[config.mk]
export PLATFORM = sky130hd
export DESIGN_NAME = gpio_ctrl
export DESIGN_NICKNAME = d
export VERILOG_FILES = /design/src/rtl/gpio_pkg.sv /design/src/rtl/gpio_sync.sv /design/src/rtl/gpio_irq_detect.sv /design/src/rtl/gpio_regfile.sv /design/src/rtl/gpio_ctrl.sv
export SDC_FILE = /design/constraint.sdc
export NUM_CORES = 1
export LEC_CHECK = 0
export CORE_ASPECT_RATIO = 0.75
export CORE_MARGIN = 2
export CORE_UTILIZATION = 56
export DETAILED_ROUTE_END_ITERATION = 6
export GPL_TIMING_DRIVEN = 0
export PLACE_DENSITY = 0.81
export SKIP_LAST_GASP = 1
export SYNTH_ARGS = -nofsm -noshare
export SYNTH_HDL_FRONTEND = slang
export SYNTH_HIERARCHICAL = 1
export SYNTH_SLANG_ARGS = --single-unit
export TNS_END_PERCENT = 10
[constraint.sdc]
create_clock -name clk -period 4.7 [get_ports clk]
set_input_delay 1.41 -clock clk [delete_from_list [all_inputs] [get_ports clk]]
set_output_delay 1.41 -clock clk [all_outputs]
set_load 0.05 [all_outputs]
[src/rtl/gpio_pkg.sv]
// Package: register offsets and the address decoder shared by the GPIO controller.
// Assumes a 12-bit byte address; offsets below 0x400 form the masked data window.
package gpio_pkg;

    localparam logic [11:0] OFS_DIR   = 12'h400;
    localparam logic [11:0] OFS_SENSE = 12'h404;
    localparam logic [11:0] OFS_BOTH  = 12'h408;
    localparam logic [11:0] OFS_EVENT = 12'h40C;
    localparam logic [11:0] OFS_IEN   = 12'h410;
    localparam logic [11:0] OFS_RAW   = 12'h414;
    localparam logic [11:0] OFS_MSK   = 12'h418;
    localparam logic [11:0] OFS_CLR   = 12'h41C;

    typedef enum logic [3:0] {
        SEL_NONE,
        SEL_DATA,
        SEL_DIR,
        SEL_SENSE,
        SEL_BOTH,
        SEL_EVENT,
        SEL_IEN,
        SEL_RAW,
        SEL_MSK,
        SEL_CLR
    } reg_sel_t;

    // Map a byte address to the register it selects.
    function automatic reg_sel_t decode_addr(input logic [11:0] a);
        reg_sel_t s;
        if (a[11:10] == 2'b00) begin
            s = SEL_DATA;
        end else begin
            unique case (a)
                OFS_DIR:   s = SEL_DIR;
                OFS_SENSE: s = SEL_SENSE;
                OFS_BOTH:  s = SEL_BOTH;
                OFS_EVENT: s = SEL_EVENT;
                OFS_IEN:   s = SEL_IEN;
                OFS_RAW:   s = SEL_RAW;
                OFS_MSK:   s = SEL_MSK;
                OFS_CLR:   s = SEL_CLR;
                default:   s = SEL_NONE;
            endcase
        end
        return s;
    endfunction

endpackage

[src/rtl/gpio_sync.sv]
// Module: gpio_sync
// Synchronises the asynchronous pin inputs through a chain of STAGES flops and
// keeps a copy of the synchronised value delayed by one clock for edge detection.
// Assumes STAGES >= 2 and a synchronous active-low reset that clears every stage.
module gpio_sync #(
    parameter int NPIN   = 8,
    parameter int STAGES = 2
) (
    input  logic            clk,
    input  logic            rst_n,
    input  logic [NPIN-1:0] pin_in,
    output logic [NPIN-1:0] sync_q,
    output logic [NPIN-1:0] prev_q
);

    logic [NPIN-1:0] stage_q [STAGES];

    // First stage samples the raw pins.
    always_ff @(posedge clk) begin
        if (!rst_n) stage_q[0] <= '0;
        else        stage_q[0] <= pin_in;
    end

    for (genvar k = 1; k < STAGES; k++) begin : g_chain
        // Each further stage re-times the one before it.
        always_ff @(posedge clk) begin
            if (!rst_n) stage_q[k] <= '0;
            else        stage_q[k] <= stage_q[k-1];
        end
    end

    // Delayed copy of the synchronised value for edge comparison.
    always_ff @(posedge clk) begin
        if (!rst_n) prev_q <= '0;
        else        prev_q <= stage_q[STAGES-1];
    end

    assign sync_q = stage_q[STAGES-1];

endmodule

[src/rtl/gpio_irq_detect.sv]
// Module: gpio_irq_detect
// Per-pin interrupt detection. Level sensing is combinational on the synchronised
// input. Edge sensing is latched until a clear bit arrives; a new edge in the
// clear cycle wins. Assumes sync_q/prev_q come from gpio_sync.
module gpio_irq_detect #(
    parameter int NPIN = 8
) (
    input  logic            clk,
    input  logic            rst_n,
    input  logic [NPIN-1:0] sync_q,
    input  logic [NPIN-1:0] prev_q,
    input  logic [NPIN-1:0] sense_q,
    input  logic [NPIN-1:0] both_q,
    input  logic [NPIN-1:0] event_q,
    input  logic [NPIN-1:0] clr_bits,
    output logic [NPIN-1:0] edge_hit,
    output logic [NPIN-1:0] edge_lat,
    output logic [NPIN-1:0] raw_stat
);

    for (genvar n = 0; n < NPIN; n++) begin : g_pin
        logic rise, fall, hit;

        // Classify this pin's transition and qualify it by the configuration.
        always_comb begin
            rise = sync_q[n] & ~prev_q[n];
            fall = ~sync_q[n] & prev_q[n];
            if (sense_q[n])     hit = 1'b0;
            else if (both_q[n]) hit = rise | fall;
            else if (event_q[n]) hit = rise;
            else                hit = fall;
        end

        // Latch edge events; clear on request unless a new edge coincides.
        always_ff @(posedge clk) begin
            if (!rst_n) edge_lat[n] <= 1'b0;
            else        edge_lat[n] <= (edge_lat[n] & ~clr_bits[n]) | hit;
        end

        // Raw status selects live level match or the latched edge.
        always_comb begin
            if (sense_q[n]) raw_stat[n] = ~(sync_q[n] ^ event_q[n]);
            else            raw_stat[n] = edge_lat[n];
        end

        assign edge_hit[n] = hit;
    end

endmodule

[src/rtl/gpio_regfile.sv]
// Module: gpio_regfile
// Byte-wide register file: configuration registers, the masked output data
// register, the clear pulse and the read multiplexer. Assumes one-cycle write
// strobes and that address bits [NPIN+1:2] form the data mask.
module gpio_regfile #(
    parameter int NPIN = 8
) (
    input  logic            clk,
    input  logic            rst_n,
    input  logic [11:0]     bus_addr,
    input  logic            bus_wr,
    input  logic [NPIN-1:0] bus_wdata,
    input  logic            bus_rd,
    output logic [NPIN-1:0] bus_rdata,
    input  logic [NPIN-1:0] pin_view,
    input  logic [NPIN-1:0] raw_stat,
    output logic [NPIN-1:0] dir_q,
    output logic [NPIN-1:0] sense_q,
    output logic [NPIN-1:0] both_q,
    output logic [NPIN-1:0] event_q,
    output logic [NPIN-1:0] ien_q,
    output logic [NPIN-1:0] out_q,
    output logic [NPIN-1:0] clr_bits
);
    import gpio_pkg::*;

    localparam int MASK_LO = 2;
    localparam int MASK_HI = MASK_LO + NPIN - 1;

    reg_sel_t        sel;
    logic [NPIN-1:0] win_mask;
    logic [NPIN-1:0] data_we;

    // Decode the address and derive the data-window mask and writable bits.
    always_comb begin
        sel      = decode_addr(bus_addr);
        win_mask = bus_addr[MASK_HI:MASK_LO];
        data_we  = (bus_wr && sel == SEL_DATA) ? (win_mask & dir_q) : '0;
        clr_bits = (bus_wr && sel == SEL_CLR) ? bus_wdata : '0;
    end

    // Configuration registers, written whole on an exact address match.
    always_ff @(posedge clk) begin
        if (!rst_n) begin
            dir_q   <= '0;
            sense_q <= '0;
            both_q  <= '0;
            event_q <= '0;
            ien_q   <= '0;
        end else if (bus_wr) begin
            unique case (sel)
                SEL_DIR:   dir_q   <= bus_wdata;
                SEL_SENSE: sense_q <= bus_wdata;
                SEL_BOTH:  both_q  <= bus_wdata;
                SEL_EVENT: event_q <= bus_wdata;
                SEL_IEN:   ien_q   <= bus_wdata;
                default:   ;
            endcase
        end
    end

    // Output data register: only masked-in output pins accept new data.
    always_ff @(posedge clk) begin
        if (!rst_n) out_q <= '0;
        else        out_q <= (out_q & ~data_we) | (bus_wdata & data_we);
    end

    // Read multiplexer, zero when no read is requested.
    always_comb begin
        bus_rdata = '0;
        if (bus_rd) begin
            unique case (sel)
                SEL_DATA:  bus_rdata = pin_view & win_mask;
                SEL_DIR:   bus_rdata = dir_q;
                SEL_SENSE: bus_rdata = sense_q;
                SEL_BOTH:  bus_rdata = both_q;
                SEL_EVENT: bus_rdata = event_q;
                SEL_IEN:   bus_rdata = ien_q;
                SEL_RAW:   bus_rdata = raw_stat;
                SEL_MSK:   bus_rdata = raw_stat & ien_q;
                default:   bus_rdata = '0;
            endcase
        end
    end

endmodule

[src/rtl/gpio_ctrl.sv]
// Module: gpio_ctrl (top)
// Eight-line GPIO controller with per-pin interrupts and one combined interrupt.
// Assumes NPIN fits the data-window mask (NPIN <= 8) and a synchronous
// active-low reset.
module gpio_ctrl #(
    parameter int NPIN      = 8,
    parameter int SYNC_STGS = 2
) (
    input  logic            clk,
    input  logic            rst_n,
    input  logic [11:0]     bus_addr,
    input  logic            bus_wr,
    input  logic [NPIN-1:0] bus_wdata,
    input  logic            bus_rd,
    output logic [NPIN-1:0] bus_rdata,
    input  logic [NPIN-1:0] pin_in,
    output logic [NPIN-1:0] pin_out,
    output logic [NPIN-1:0] pin_oe,
    output logic            irq_out
);

    logic [NPIN-1:0] sync_q, prev_q;
    logic [NPIN-1:0] dir_q, sense_q, both_q, event_q, ien_q, out_q;
    logic [NPIN-1:0] clr_bits, edge_hit, edge_lat, raw_stat, pin_view;

    gpio_sync #(.NPIN(NPIN), .STAGES(SYNC_STGS)) u_sync (
        .clk    (clk),
        .rst_n  (rst_n),
        .pin_in (pin_in),
        .sync_q (sync_q),
        .prev_q (prev_q)
    );

    gpio_irq_detect #(.NPIN(NPIN)) u_det (
        .clk      (clk),
        .rst_n    (rst_n),
        .sync_q   (sync_q),
        .prev_q   (prev_q),
        .sense_q  (sense_q),
        .both_q   (both_q),
        .event_q  (event_q),
        .clr_bits (clr_bits),
        .edge_hit (edge_hit),
        .edge_lat (edge_lat),
        .raw_stat (raw_stat)
    );

    gpio_regfile #(.NPIN(NPIN)) u_regs (
        .clk       (clk),
        .rst_n     (rst_n),
        .bus_addr  (bus_addr),
        .bus_wr    (bus_wr),
        .bus_wdata (bus_wdata),
        .bus_rd    (bus_rd),
        .bus_rdata (bus_rdata),
        .pin_view  (pin_view),
        .raw_stat  (raw_stat),
        .dir_q     (dir_q),
        .sense_q   (sense_q),
        .both_q    (both_q),
        .event_q   (event_q),
        .ien_q     (ien_q),
        .out_q     (out_q),
        .clr_bits  (clr_bits)
    );

    // Pin value seen by data reads, and the outputs toward the pads.
    always_comb begin
        pin_view = (out_q & dir_q) | (sync_q & ~dir_q);
        pin_out  = out_q & dir_q;
        pin_oe   = dir_q;
        irq_out  = |(raw_stat & ien_q);
    end

endmodule

==> qor.yml <==
antenna_found_initial: 0
drc_errors: 4
required_ns: 3.29
syn2layout_area_growth_pct: 31.3
die_y_um: 80.3
cp-end-kind: "primary output"
finalMaxSlewViolations: 0
crit_top_cell: "buf_6"
r2r-end: "u_det/edge_lat[4]$_SDFF_PN0_"
crit_arrival_ns: 3.40
holdPathStages: 1
critPathSlowestCell: "or4b_4"
cp-start-kind: "input port"
clk_latency_ns: 0.35
io_pins: 57
avgViaCountPerCell: 6.51
total_power_w: 0.00140
h-tree-depth: 3
synthCells: 461
grt_pass1_wl_mm: 22.6
drt_iter0_drc: 586
r2r_cells: 5
drive_above_1_share: 0.251
fmax_mhz: 208
coreArea_mm2: 0.00743
nets: 589
crit_end: "bus_rdata[3]"
hold_path.class: "reg -> reg"
clkTransAtPathRegs_ns: 0.08
fin_cells: 647
slew_headroom: 0.233
grt_pass1_vias: 4217
wl_per_cell_um: 22.4
placement.io_buffers: 54
outcome: "finished with violations"
syn_area_mm2: 0.00435
vdd_drop_max_v: 0.000205
firstDrtPassIters: 7
place_inst: 616
start_util: 0.585
synth_nets: 509
violations: "design-rule violations, negative setup slack"
layout_commonest_cell: "dfxtp_1"
final_cell_mix: "dfxtp_1 (80), nand2_1 (42), clkdlybuf4s50_1 (36)"
worstPathMaxFanout: 5
num_vias: 4209
setup_ws_ns: -0.110
crit_type: "in -> out"
finalCriticalPeriod_ns: 4.81
r2r_slack_ns: 3.46
cts_buffer_depth: 2
cts_sinks: 80
skew_ns: 0.00553
setup_viol_count_final: 7
clock-root-buffer: "clkbuf_8"
cap_violations: 0
tritoncts: "done"
crit_chain: "buf_6 -> or4b_4 -> buf_16 -> nor4_4 -> buf_4 -> a222oi_1 -> a41oi_4 -> buf_6"
cellPowerDensity_mw_per_mm2: 245
grt-ovfl-total: 0
gp_congestion: 0.973
die_w_um: 106
ys_warn_count: 6
hold_viol_final: 0
cts_hold_buffers: 0
ant_nets: 0
grt_max_degree: 14
gr-usage-all-layers: 0.354
avgSynthCellArea_um2: 9.43
drt-total-wl_mm: 14.5
numCtsBuffers: 9
cp-startpoint: "bus_addr[7]"
slowest_delay_ns: 0.61
p_leak_nw: 2.05
reg2reg_from: "u_sync/stage_q[1][4]$_SDFF_PN0_"
tightest_slew_ns: 1.14
finalCritPeriodShare: 1.02
rsz0062_at_grt: "yes"
rows: 27
hpwl_mm: 9.18
dieArea_mm2: 0.00849
routing by layer:
metal  global-route usage  part of all wire  up-vias
li1                     -                 -     1825
met1                0.431              0.38     1958
met2                0.567              0.44      328
met3               0.0958              0.11       98
met4                0.211             0.061        0
met5                    0                 0        -
critical path: cells and delay by family:
family,cells,cell delay [ns]
compound gates,2,0.32
buf+inv,4,0.69
simple gates,2,0.98
power breakdown:
group	switching [W]	total [W]	leakage (nW)	internal, W
clock network	0.000256	0.000554	0.103	0.000298
logic	0.0000874	0.000150	1.30	0.0000626
registers	0.00000714	0.000695	0.649	0.000688
stage by stage:
step                area, um^2  setup slack (ns)  hold WS, ns  TNS (ns)  utilization
finish                    5710            -0.110        0.446    -0.381        0.768
global route              5700           -0.0735        0.455    -0.449        0.768
CTS                       5690           0.00486        0.446         0        0.765
detailed placement        5170             -1.75        0.423    -13.52        0.695
global placement          5160             -1.77        0.417    -13.78        0.695
floorplan                 4500            0.0154        0.412         0            -
timing repair:
item	4_1_cts	5_1_grt
gates resized for setup	122	3
pin swaps	19	12
setup buffers	13	1
setup endpoints to repair	8	8
gates cloned	1	0
how the worst min path moves through the flow:
stage | slack, ns | to | start
detailed placement | 0.42 | u_sync/stage_q[1][1]$_SDFF_PN0_ | u_sync/stage_q[0][1]$_SDFF_PN0_
floorplan | 0.41 | u_sync/stage_q[1][1]$_SDFF_PN0_ | u_sync/stage_q[0][1]$_SDFF_PN0_
global placement | 0.42 | u_sync/stage_q[1][1]$_SDFF_PN0_ | u_sync/stage_q[0][1]$_SDFF_PN0_
CTS | 0.45 | u_sync/stage_q[1][1]$_SDFF_PN0_ | u_sync/stage_q[0][1]$_SDFF_PN0_
global route | 0.45 | u_sync/stage_q[1][1]$_SDFF_PN0_ | u_sync/stage_q[0][1]$_SDFF_PN0_
finish | 0.45 | u_sync/stage_q[1][1]$_SDFF_PN0_ | u_sync/stage_q[0][1]$_SDFF_PN0_
sequential cells by signal, indices dropped and copies added (netlist names), named ones only:
name and cells:
u_sync/stage_q 16, u_sync/prev_q 8, u_regs/dir_q 8, u_regs/sense_q 8
u_regs/both_q 8, u_det/edge_lat 8, u_regs/ien_q 8, u_regs/event_q 8
cell type report:
type | instances | area, um^2
Antenna cell | 1 | 2.50
Fill cell | 536 | 1730
Tap cell | 101 | 126
Clock buffer | 10 | 128
Buffer | 23 | 179
Sequential cell | 80 | 1600
Timing Repair Buffer | 69 | 697
Clock inverter | 5 | 81.3
Inverter | 18 | 67.6
Multi-Input combinational cell | 340 | 2820
(Power assumes the default switching activity.)
